===== src/rtl/itlb_lru_pkg.sv =====
package itlb_lru_pkg;
  localparam int unsigned WAYS  = 4;
  localparam int unsigned IDX_W = $clog2(WAYS);
  localparam int unsigned LRU_W = WAYS * (WAYS - 1) / 2;

  typedef logic [LRU_W-1:0] lru_t;
  typedef logic [IDX_W-1:0] way_t;

  // Bits a hit on a given slot forces low
  function automatic lru_t lru_and_mask(way_t w);
    case (w)
      2'd0:    return 6'b000111;
      2'd1:    return 6'b111001;
      2'd2:    return 6'b111110;
      default: return 6'b111111;
    endcase
  endfunction

  // Bits a hit on a given slot forces high
  function automatic lru_t lru_or_mask(way_t w);
    case (w)
      2'd0:    return 6'b000000;
      2'd1:    return 6'b100000;
      2'd2:    return 6'b010100;
      default: return 6'b001011;
    endcase
  endfunction

  function automatic lru_t lru_touch(lru_t s, way_t w);
    return (s & lru_and_mask(w)) | lru_or_mask(w);
  endfunction

  // One bit per slot: its victim pattern holds on s
  function automatic logic [WAYS-1:0] lru_match(lru_t s);
    logic [WAYS-1:0] m;
    m[0] =  s[5] &  s[4] &  s[3];
    m[1] = ~s[5] & ~s[2] &  s[1];
    m[2] = ~s[4] & ~s[2] &  s[0];
    m[3] = ~s[3] & ~s[1] & ~s[0];
    return m;
  endfunction
endpackage


===== src/rtl/itlb_lru_next.sv =====
module itlb_lru_next
  import itlb_lru_pkg::*;
(
  input  lru_t cur,
  input  logic wr_en,
  input  lru_t wr_data,
  input  logic touch_en,
  input  way_t touch_way,
  output lru_t nxt,
  output logic load
);
  always_comb begin
    nxt = cur;
    if (wr_en)         nxt = wr_data;
    else if (touch_en) nxt = lru_touch(cur, touch_way);
  end

  assign load = wr_en | touch_en;
endmodule


===== src/rtl/itlb_victim_sel.sv =====
module itlb_victim_sel
  import itlb_lru_pkg::*;
(
  input  lru_t            state,
  output way_t            victim,
  output logic            err,
  output logic [WAYS-1:0] pick_oh
);
  logic [WAYS-1:0] match;

  assign match = lru_match(state);

  // Lowest-numbered matching slot wins
  always_comb begin
    pick_oh = '0;
    for (int i = 0; i < WAYS; i++) begin
      if (match[i] && pick_oh == '0) pick_oh[i] = 1'b1;
    end
  end

  always_comb begin
    victim = '0;
    for (int i = 0; i < WAYS; i++) begin
      if (pick_oh[i]) victim = way_t'(i);
    end
  end

  assign err = ~|match;
endmodule


===== src/rtl/itlb_lru_reg.sv =====
module itlb_lru_reg #(
  parameter int unsigned W = 6,
  parameter logic [W-1:0] RST_VAL = '0
) (
  input  logic         clk,
  input  logic         rst_n,
  input  logic         load,
  input  logic [W-1:0] d,
  output logic [W-1:0] q
);
  always_ff @(posedge clk) begin
    if (!rst_n)    q <= RST_VAL;
    else if (load) q <= d;
  end
endmodule


===== src/rtl/itlb_lru_tracker.sv =====
module itlb_lru_tracker
  import itlb_lru_pkg::*;
#(
  parameter logic [5:0] RST_FIELD = 6'b000000
) (
  input  logic       clk,
  input  logic       rst_n,
  input  logic       hit_vld,
  input  logic [1:0] hit_idx,
  input  logic       cr_wr_en,
  input  logic [5:0] cr_wr_data,
  input  logic       fill_req,
  output logic       victim_vld,
  output logic [1:0] victim_idx,
  output logic       lru_err,
  output logic [5:0] lru_field
);
  lru_t            state_q;
  lru_t            state_d;
  logic            state_load;
  way_t            victim_w;
  logic            err_w;
  logic [WAYS-1:0] pick_oh;
  logic            touch_en;
  way_t            touch_way;

  // Fill takes precedence over a plain hit
  assign touch_en  = fill_req | hit_vld;
  assign touch_way = fill_req ? victim_w : hit_idx;

  itlb_victim_sel u_sel (
    .state   (state_q),
    .victim  (victim_w),
    .err     (err_w),
    .pick_oh (pick_oh)
  );

  itlb_lru_next u_next (
    .cur       (state_q),
    .wr_en     (cr_wr_en),
    .wr_data   (cr_wr_data),
    .touch_en  (touch_en),
    .touch_way (touch_way),
    .nxt       (state_d),
    .load      (state_load)
  );

  itlb_lru_reg #(.W(LRU_W), .RST_VAL(RST_FIELD)) u_reg (
    .clk   (clk),
    .rst_n (rst_n),
    .load  (state_load),
    .d     (state_d),
    .q     (state_q)
  );

  assign victim_vld = fill_req;
  assign victim_idx = victim_w;
  assign lru_err    = err_w;
  assign lru_field  = state_q;
endmodule


===== config.mk =====
export PLATFORM = sky130hd
export DESIGN_NAME = itlb_lru_tracker
export DESIGN_NICKNAME = d
export VERILOG_FILES = /design/src/rtl/itlb_lru_pkg.sv /design/src/rtl/itlb_lru_next.sv /design/src/rtl/itlb_victim_sel.sv /design/src/rtl/itlb_lru_reg.sv /design/src/rtl/itlb_lru_tracker.sv
export SDC_FILE = /design/constraint.sdc
export NUM_CORES = 1
export LEC_CHECK = 0
export CAP_MARGIN = 25
export CORE_MARGIN = 1.5
export CORE_UTILIZATION = 42
export CTS_CLUSTER_DIAMETER = 150
export CTS_CLUSTER_SIZE = 10
export DETAILED_ROUTE_END_ITERATION = 12
export GPL_ROUTABILITY_DRIVEN = 0
export GPL_TIMING_DRIVEN = 1
export PLACE_DENSITY = 0.78
export SETUP_SLACK_MARGIN = 0.1
export SYNTH_ARGS = -nofsm -noshare
export SYNTH_HDL_FRONTEND = slang
export SYNTH_HIERARCHICAL = 1
export SYNTH_SLANG_ARGS = --single-unit

===== constraint.sdc =====
create_clock -name clk -period 2.38 [get_ports clk]
set_input_delay 0.238 -clock clk [delete_from_list [all_inputs] [get_ports clk]]
set_output_delay 0.238 -clock clk [all_outputs]
set_load 0.01 [all_outputs]

==> results.md <==
- Cell leakage power: 0.397 nW
- Vias per std cell: 5.27
- Delay-heaviest family, CP: simple AND/OR/NAND/NOR gates
- Regs by FF count: u_reg/q x6
- Worst path max stage delay: 330 ps
- Sw Share: 31.6%
- Req. time, crit path: 2520 ps
- Flop-to-flop setup slack: 280 ps
- Max Cap Viol: 0
- Clock Path Buffers: 2
- Filler cells: 118
- Critical path buffers and inverters: 1
- Starting Density: 44.7%
- IO buf count: 22
- GRT overflow: 0
- CP Data Arrival Time: 2250 ps
- CTS Hold Buffers Added: 0
- DRC viols: 0
- Synth Instances: 64
- CTS Buf Count: 3
- Gr usage total: 19.9%
- Final WL: 1.39 mm
- CP cell instances: nand2b_4, nor3b_2, nand2b_4, mux2_4, inv_2, ha_4, nand2b_1, a221o_2, mux2i_1, nor2b_1
- Layout cell share with drive strength beyond 1: 25.0%
- Syn nets: 80
- Gate power share: 50.5%
- Clock Skew: 8.91 ps
- Antenna violations before repair: 0
- Die X: 40.2 µm
- CTS tree: yes
- Final net count: 106
- DP HPWL: 1.05 mm
- F_max: 475 MHz
- Clock Sink Count: 6
- Crit Path Max Fanout: 6
- Status: finished, final reports clean
- Crit-path slowest cell: dfxtp_2
- Worst-Skew Late Latency: 250 ps
- Final Hold Viols: 0
- Core region area: 1300 µm²
- Worst vdd ir: 0.000285 V
- Max reg flops: 6
- Min cycle time layout: 2100 ps
- DRT Pass-1 Iters: 4
- Remaining antenna violation count: 0
- Crit-path most repeated cell: nand2b_4
- Setup_tns: 0 ps
- Sequential power share: 28.1%
- Slew margin rel.: 66.6%
- ANT cells: 0
- Vias post-DR: 543
- Mean post-synth cell area: 9.09 µm²
- Final Cycle Share: 88.4%
- Initial DRC Count: 16
- Biggest register: u_reg/q
- Crit. End Element: register
- Die footprint: 1620 µm²
- Pin count of the biggest net entering global routing: 18
- DR WL/cell: 13.4 µm
- Die height: 40.2 µm
- Total Power: 0.000443 W
- RSZ-0062 raised after global routing: no
- Net Sw Power: 0.000140 W
- Slew Viols, Final: 0
- Setup Viol. Count Final: 0
- Number of global-route vias before repair: 476
- Worst Tran Pin Value: 499 ps
- Crit start category: register
- Reg clk slew, reported paths: 50 ps
- Root Buffer: clkbuf_4
- Internal power: 0.000303 W
- First-pass GRT wire length: 2.14 mm
- Clock power frac: 21.4%
- Final Core Density: 67.0%
- Most common cell after layout, fill and taps aside: clkdlybuf4s50_1
- Leading cell types in the layout, fill and taps excluded: 22 x clkdlybuf4s50_1, 10 x nor2b_1, 6 x mux2i_1
- Total number of yosys warnings: 6
- WS Path Type: register to register
- Syn-to-layout area delta: 49.9%
- HP Class: register to register
- Synthesized area: 582 µm²
- H-tree depth: 1
- IO Pins: 23
- Rows: 13
- PwrDens: 508 nW/µm²
per-layer routing:
| layer | vias up | routed length, µm | global-route usage (%) | part of all wire, % |
|---|---|---|---|---|
| met3 | 0 | 87 | 3.33 | 6.3 |
| met1 | 244 | 640 | 25.6 | 46 |
| li1 | 277 | - | - | - |
| met4 | 0 | 0 | 5.00 | 0 |
| met5 | - | 0 | 0 | 0 |
| met2 | 22 | 657 | 34.3 | 47 |
cell type report:
type                    count  area [µm²]  area share, %
multi-input cells          51         454           52.1
repair buffers             25         243           27.8
flip-flops and latches      6         123           14.1
clock buffers               3        22.5           2.58
well taps                  15        18.8           2.15
inverters                   3        11.3           1.29
worst paths after layout:
| kind | cells after the start | startpoint | end |
|---|---|---|---|
| setup / recovery | 10 | u_reg/q[5] | u_reg/q[3] |
| hold / removal | 2 | u_reg/q[5] | u_reg/q[5] |
| setup reg to reg | 10 | u_reg/q[5] | u_reg/q[3] |
| hold reg to reg | 2 | u_reg/q[5] | u_reg/q[5] |
through the flow:
stage | cells | setup WS, ps | area (µm²) | hold slack (ps)
finish | 103 | 276 | 872 | 557
global route | 103 | 148 | 872 | 582
CTS | 102 | 102 | 827 | 570
detailed placement | 98 | 43.5 | 797 | 564
global placement | 98 | 132 | 797 | 552
floorplan | 64 | 125 | 586 | 366
what timing repair did:
action,CTS,global route
pin swaps,0,1
gates resized for setup,0,9
cloned,0,0
buffers inserted,1,1
endpoints found under the setup margin,1,1
tightest hold or removal path: stages, from the launching register on:
cell	delay [ps]
dfxtp_2	350
mux2i_1	70
nor2b_1	100
power groups by stage:
stage          combinational (W)  sequential (W)  clock (W)
2_1_floorplan           0.000111        0.000127          0
3_5_place_dp            0.000198        0.000124          0
3_3_place_gp            0.000193        0.000124          0
5_1_grt                 0.000245        0.000126   0.000103
4_1_cts                 0.000203        0.000122  0.0000966
6_report                0.000224        0.000124  0.0000948
(Power assumes the default switching activity.)
